==> src/rtl/mem_err_status_pkg.sv <==
package mem_err_status_pkg;

    localparam int REG_W     = 32;
    localparam int ADDR_W    = 20;
    localparam int SYN_W     = 8;
    localparam int LOG_W     = ADDR_W + SYN_W;
    localparam int NUM_CLASS = 2;          // 0: ECC, 1: parity
    localparam int CLASS_STRIDE = 8;       // bit distance between classes
    localparam int RANGE_BIT = 3;

    typedef struct packed {
        logic [SYN_W-1:0]  syn;
        logic [ADDR_W-1:0] addr;
    } err_log_t;

    typedef struct packed {
        logic first;
        logic ovf;
    } class_flags_t;

    function automatic int first_bit(input int cls);
        return cls * CLASS_STRIDE;
    endfunction

    function automatic int ovf_bit(input int cls);
        return cls * CLASS_STRIDE + 1;
    endfunction

    function automatic logic [REG_W-1:0] impl_mask();
        logic [REG_W-1:0] m;
        m = '0;
        for (int c = 0; c < NUM_CLASS; c++) begin
            m[first_bit(c)] = 1'b1;
            m[ovf_bit(c)]   = 1'b1;
        end
        m[RANGE_BIT] = 1'b1;
        return m;
    endfunction

    function automatic logic [REG_W-1:0] log_to_word(input err_log_t l);
        return {{(REG_W-LOG_W){1'b0}}, l};
    endfunction

endpackage

==> src/rtl/err_sticky_flag.sv <==
module err_sticky_flag (
    input  logic clk,
    input  logic rst,
    input  logic set_i,
    input  logic clr_i,
    output logic flag_o
);
    logic flag_q;

    always_ff @(posedge clk) begin
        if (rst) flag_q <= 1'b0;
        else     flag_q <= (flag_q & ~clr_i) | set_i;
    end

    assign flag_o = flag_q;

    assert_set_wins_R9: assert property (@(posedge clk) disable iff (rst)
        set_i |=> flag_o);
    assert_hold_R5: assert property (@(posedge clk) disable iff (rst)
        (flag_o && !clr_i) |=> flag_o);

endmodule

==> src/rtl/err_class_tracker.sv <==
module err_class_tracker
    import mem_err_status_pkg::*;
(
    input  logic         clk,
    input  logic         rst,
    input  logic         err_i,
    input  err_log_t     info_i,
    input  logic         clr_first_i,
    input  logic         clr_ovf_i,
    output class_flags_t flags_o,
    output err_log_t     log_o
);
    class_flags_t flags_q;
    err_log_t     log_q;
    logic         capture;
    logic         spill;

    assign capture = err_i & ~flags_q.first;
    assign spill   = err_i &  flags_q.first;

    always_ff @(posedge clk) begin
        if (rst) begin
            flags_q <= '0;
            log_q   <= '0;
        end else begin
            flags_q.first <= (flags_q.first & ~clr_first_i) | capture;
            flags_q.ovf   <= (flags_q.ovf   & ~clr_ovf_i)   | spill;
            if (capture) log_q <= info_i;
        end
    end

    assign flags_o = flags_q;
    assign log_o   = log_q;

    assert_first_capture_R2: assert property (@(posedge clk) disable iff (rst)
        (err_i && !flags_o.first) |=> (flags_o.first && log_o == $past(info_i)));
    assert_log_hold_R3: assert property (@(posedge clk) disable iff (rst)
        (err_i && flags_o.first) |=> ($stable(log_o) && flags_o.ovf));
    assert_log_quiet_R6: assert property (@(posedge clk) disable iff (rst)
        !err_i |=> $stable(log_o));
    assert_relog_R10: assert property (@(posedge clk) disable iff (rst)
        (err_i && !flags_o.first && flags_o.ovf) |=> (log_o == $past(info_i)));

endmodule

==> src/rtl/mem_err_status.sv <==
module mem_err_status
    import mem_err_status_pkg::*;
(
    input  logic              clk,
    input  logic              rst,
    input  logic              ecc_err_i,
    input  logic [ADDR_W-1:0] ecc_addr_i,
    input  logic [SYN_W-1:0]  ecc_syn_i,
    input  logic              par_err_i,
    input  logic [ADDR_W-1:0] par_addr_i,
    input  logic [SYN_W-1:0]  par_syn_i,
    input  logic              range_err_i,
    input  logic              wr_en_i,
    input  logic [REG_W-1:0]  wr_data_i,
    output logic [REG_W-1:0]  status_o,
    output logic              irq_o,
    output logic [REG_W-1:0]  ecc_log_o,
    output logic [REG_W-1:0]  par_log_o
);
    logic [REG_W-1:0] clr_vec;
    logic             err_vec   [NUM_CLASS];
    err_log_t         info_vec  [NUM_CLASS];
    class_flags_t     flag_vec  [NUM_CLASS];
    err_log_t         log_vec   [NUM_CLASS];
    logic             range_flag;

    assign clr_vec = wr_en_i ? (wr_data_i & impl_mask()) : '0;

    assign err_vec[0]  = ecc_err_i;
    assign info_vec[0] = '{syn: ecc_syn_i, addr: ecc_addr_i};
    assign err_vec[1]  = par_err_i;
    assign info_vec[1] = '{syn: par_syn_i, addr: par_addr_i};

    for (genvar c = 0; c < NUM_CLASS; c++) begin : g_class
        err_class_tracker u_trk (
            .clk         (clk),
            .rst         (rst),
            .err_i       (err_vec[c]),
            .info_i      (info_vec[c]),
            .clr_first_i (clr_vec[first_bit(c)]),
            .clr_ovf_i   (clr_vec[ovf_bit(c)]),
            .flags_o     (flag_vec[c]),
            .log_o       (log_vec[c])
        );
    end

    err_sticky_flag u_range (
        .clk    (clk),
        .rst    (rst),
        .set_i  (range_err_i),
        .clr_i  (clr_vec[RANGE_BIT]),
        .flag_o (range_flag)
    );

    always_comb begin
        status_o = '0;
        for (int c = 0; c < NUM_CLASS; c++) begin
            status_o[first_bit(c)] = flag_vec[c].first;
            status_o[ovf_bit(c)]   = flag_vec[c].ovf;
        end
        status_o[RANGE_BIT] = range_flag;
    end

    assign irq_o     = |status_o;
    assign ecc_log_o = log_to_word(log_vec[0]);
    assign par_log_o = log_to_word(log_vec[1]);

    assert_irq_on_event_R8: assert property (@(posedge clk) disable iff (rst)
        (ecc_err_i || par_err_i || range_err_i) |=> irq_o);
    assert_par_indep_R11: assert property (@(posedge clk) disable iff (rst)
        (!par_err_i && !wr_en_i) |=> $stable(status_o[ovf_bit(1):first_bit(1)]));
    assert_clear_R6: assert property (@(posedge clk) disable iff (rst)
        (wr_en_i && wr_data_i[RANGE_BIT] && !range_err_i) |=> !status_o[RANGE_BIT]);
    always_comb begin
        if (!rst) assert_reserved_zero_R7: assert ((status_o & ~impl_mask()) == '0);
    end

endmodule

==> config.mk <==
export PLATFORM = sky130hd
export DESIGN_NAME = mem_err_status
export DESIGN_NICKNAME = d
export VERILOG_FILES = /design/src/rtl/mem_err_status_pkg.sv /design/src/rtl/err_sticky_flag.sv /design/src/rtl/err_class_tracker.sv /design/src/rtl/mem_err_status.sv
export SDC_FILE = /design/constraint.sdc
export NUM_CORES = 1
export LEC_CHECK = 0
export ABC_AREA = 1
export BUFFER_PORTS_ARGS = -buffer_cell sky130_fd_sc_hd__buf_2
export CAP_MARGIN = 10
export CORE_MARGIN = 2
export CORE_UTILIZATION = 45
export CTS_BUF_LIST = sky130_fd_sc_hd__clkbuf_16
export CTS_CLUSTER_DIAMETER = 80
export DETAILED_ROUTE_END_ITERATION = 12
export HOLD_SLACK_MARGIN = 0.12
export PLACE_DENSITY = 0.89
export SYNTH_ARGS = -nofsm -noshare
export SYNTH_HDL_FRONTEND = slang
export SYNTH_SLANG_ARGS = --single-unit
==> constraint.sdc <==
create_clock -name clk -period 1.7 [get_ports clk]
set_input_delay 0.17 -clock clk [delete_from_list [all_inputs] [get_ports clk]]
set_output_delay 0.17 -clock clk [all_outputs]
set_load 0.01 [all_outputs]
==> results.md <==
Timing:
- Based on the critical path, the design can be clocked at up to 0.745 GHz.
- The count of final max-slew check failures is 0.
- Setup repair after global routing left no endpoint under its margin.
- The final worst clock skew is 6.26 ps.
- In this run the tightest slew margin relative to its limit is 0.600.
- The number of failing hold endpoints at the final stage is 0.
- In the final timing run, aggregate negative setup slack is 0 ps.
- On the final layout, the worst hold slack is 128 ps.
- The worst path needs 1340 ps of the cycle, external delays included.
- In the finished design, the share of the clock period the worst path needs comes to 0.789.
- Setup violations remaining at the end of the flow were counted as 0.
- At the pin with the least slew margin, the transition time is 599 ps.
- Setup slack closes at 358 ps.

Finish:
- Leaving out fill and tap cells, the most frequent cell in the layout is buf_2.
- The utilization after layout is 0.591.
- The number of antenna diodes in the final layout is 0.
- After the last flow step, the layout net total stands at 648.
- The top cell types in the final layout, fill and taps aside, are buf_2 (128), nor2_1 (113), nand2_1 (71).
- Of the cells placed in the final design, the portion with a size suffix greater than 1 is 0.272.
- Relative to the synthesized area, the layout overhead comes to 28.6%.

Worst setup path:
- The critical path required time is 1950 ps.
- The worst setup path is launched from a flip-flop.
- STA classifies the critical path endpoint as a flip-flop.
- The largest fanout on the critical path is 6.
- The worst setup path is of the flip-flop to flip-flop kind.
- The cell depth of the worst flop-to-flop path is 3.
- At the worst endpoint, the arrival time is 1600 ps.

Global route:
- The first global-routing pass estimated 10.6 mm of wire.
- The number of antenna violations at the first check in global routing is 0.
- The total track usage is 0.182.
- The number of global-route vias before repair is 2,519.
- The pin count of the biggest net entering global routing is 34.
- Summed over all layers, the global routing overflow is 0.

Die:
- Measured along the y axis, the die boundary spans 84.1 microns.
- The die is 84.1 microns wide.
- The core region is 6280 sq um.
- The die footprint is 7070 sq um.
- In this run the core area contains 29 standard-cell rows.
- The initial utilization of the core area, before any placement, comes to 0.460.
- Pin placement for this block handled 191 I/O pins.

Clock network:
- The later-pin clock latency in the skew report is 310 ps.
- After clock tree synthesis, the clock-pin slew on the worst setup and hold paths is 50 ps.
- Counting every sink on the clock net gives 61.
- Counting along the longest clock path gives a buffer depth of 2.
- Clock tree synthesis selected as its root buffer the cell clkbuf_16.
- The number of gates resized after cts is 0.
- TritonCTS built the clock tree.
- The number of buffers added by the clock tree synthesis step is 9.
- The H-tree was split into 3 levels.

Power:
- IR analysis of the VDD net gives a maximum drop of 0.719 mV.
- The sequential share of power is 0.408.
- The portion of total power attributed to the clock network is 0.425.
- In this run the static leakage power is 2.23 nW.
- In this run the power spent charging and discharging nets is 1.04 mW.
- Of the total power, combinational logic draws 0.167.
- Of the total power, the share spent switching nets is 0.262.
- In this run the power density over the cells is 1070 nW/um^2.
- The internal power summed over all cells is 2.93 mW.

Status:
- The flow ran to the end, and the final reports show no timing, DRC or antenna violations.

Job:
- The total of max-cap violations is 0.

Detailed routing:
- The pre-antenna-repair detailed-routing pass consisted of 4 iterations.
- The final layout contains routed wiring with a total length of 6.49 mm.
- The vias per cell is 4.36.
- The overall via count from detail_route is 2,774.
- In this run, the number of DRC markers left after iteration 0 of detailed routing was 131.
- For this run, design rule violations remaining after detail routing come to 0.
- The mean routed wirelength per cell is 10.2 microns.
- In this run the remaining antenna-violating nets after routing total 0.

Placement:
- The setup slack after placement is 489 ps.
- The global placer's final weighted congestion is 0.791.
- In this run the tool buffered the top-level ports with 128 buffer cells.
- The wire-length estimate of the detail-placed layout is 4.78 mm.

Synth:
- Of the synthesized area, sequential elements account for 0.423.
- After synthesis, the netlist uses 16 different library cells.
- After synthesis, the mean cell area works out to 6.71 sq um.
- Counting every instance in the synthesized netlist gives 430.
- Yosys printed 0 warnings.
- The total of flip-flops plus latches after synthesis is 61.
- In this run the cell area of the synthesized design comes to 2890 sq um.

Hold path:
- The depth of the worst hold-timing path is 4.
- The worst hold path belongs to the class primary input to flip-flop.
through the flow:
| stage | area (sq um) | total power, mW | instances |
|---|---|---|---|
| CTS | 3710 | 4.01 | 636 |
| detailed placement | 3390 | 2.30 | 616 |
| global route | 3710 | 4.17 | 636 |
| global placement | 3390 | 2.28 | 616 |
| floorplan | 3010 | 2.12 | 464 |
| finish | 3710 | 3.97 | 636 |
sequential cells by signal, summed over array words and instances (netlist names):
| name | cells |
|---|---|
| g_class.u_trk.log_o | 56 |
| u_range.flag_o | 1 |
| g_class.u_trk.flags_o | 4 |
per-layer routing:
metal	GRT usage	wire (microns)	up-vias	share of wire
met5	0	0	-	0
li1	-	-	1454	-
met3	0.0633	550	6	0.085
met2	0.316	3200	108	0.49
met4	0.0748	55	0	0.0085
met1	0.202	2690	1206	0.41
synthesized netlist by cell type, drive strengths merged:
library cell	number	area share
nand3	56	0.099
clkbuf	3	0.0039
dfxtp	61	0.42
a21oi	5	0.0087
conb	1	0.0013
nand2	71	0.092
inv	62	0.081
buf	55	0.13
nor3	1	0.0017
nor2	115	0.15
power by group through the flow:
stage	clock network [mW]	logic [mW]	registers, mW
floorplan	0	0.420	1.70
global placement	0	0.638	1.64
detailed placement	0	0.655	1.65
CTS	1.73	0.663	1.62
global route	1.80	0.747	1.63
finish	1.69	0.662	1.62
layout make-up:
| type | instances | area, sq um |
|---|---|---|
| Clock inverter | 7 | 57.6 |
| Timing Repair Buffer | 137 | 718 |
| Multi-Input combinational cell | 283 | 1160 |
| Inverter | 62 | 233 |
| Sequential cell | 61 | 1220 |
| Clock buffer | 9 | 225 |
| Fill cell | 592 | 2570 |
| Tap cell | 77 | 96.3 |
final timing paths:
path / start / to / slack [ps]
hold / removal: wr_data_i[3] / u_range.flag_o / 130
setup reg to reg: g_class[0].u_trk.flags_o[1] / g_class[0].u_trk.flags_o[0] / 360
setup / recovery: g_class[0].u_trk.flags_o[1] / g_class[0].u_trk.flags_o[0] / 360
hold reg to reg: g_class[0].u_trk.log_o[3] / g_class[0].u_trk.log_o[3] / 470
cell families (layout without fill, tap and decap cells):
group	Yosys count	after routing	share of synthesized area
buffers and inverters	120	215	0.219
AO/OA/AOI/OAI	5	5	0.00867
other	1	35	0.00130
flip-flops	61	61	0.423
AND/OR/NAND/NOR	243	243	0.348
worst max-delay path, stage by stage, from the launching register on:
cell	delay, ps
dfxtp_1	460
nand2_1	80
a21oi_1	150
dlygate4sd3_1	580
repair_timing:
action                    CTS  global route
hold buffers                4             0
hold endpoints to repair    5             0
buffers inserted            0             0
Power figures use the tool's default switching activity.
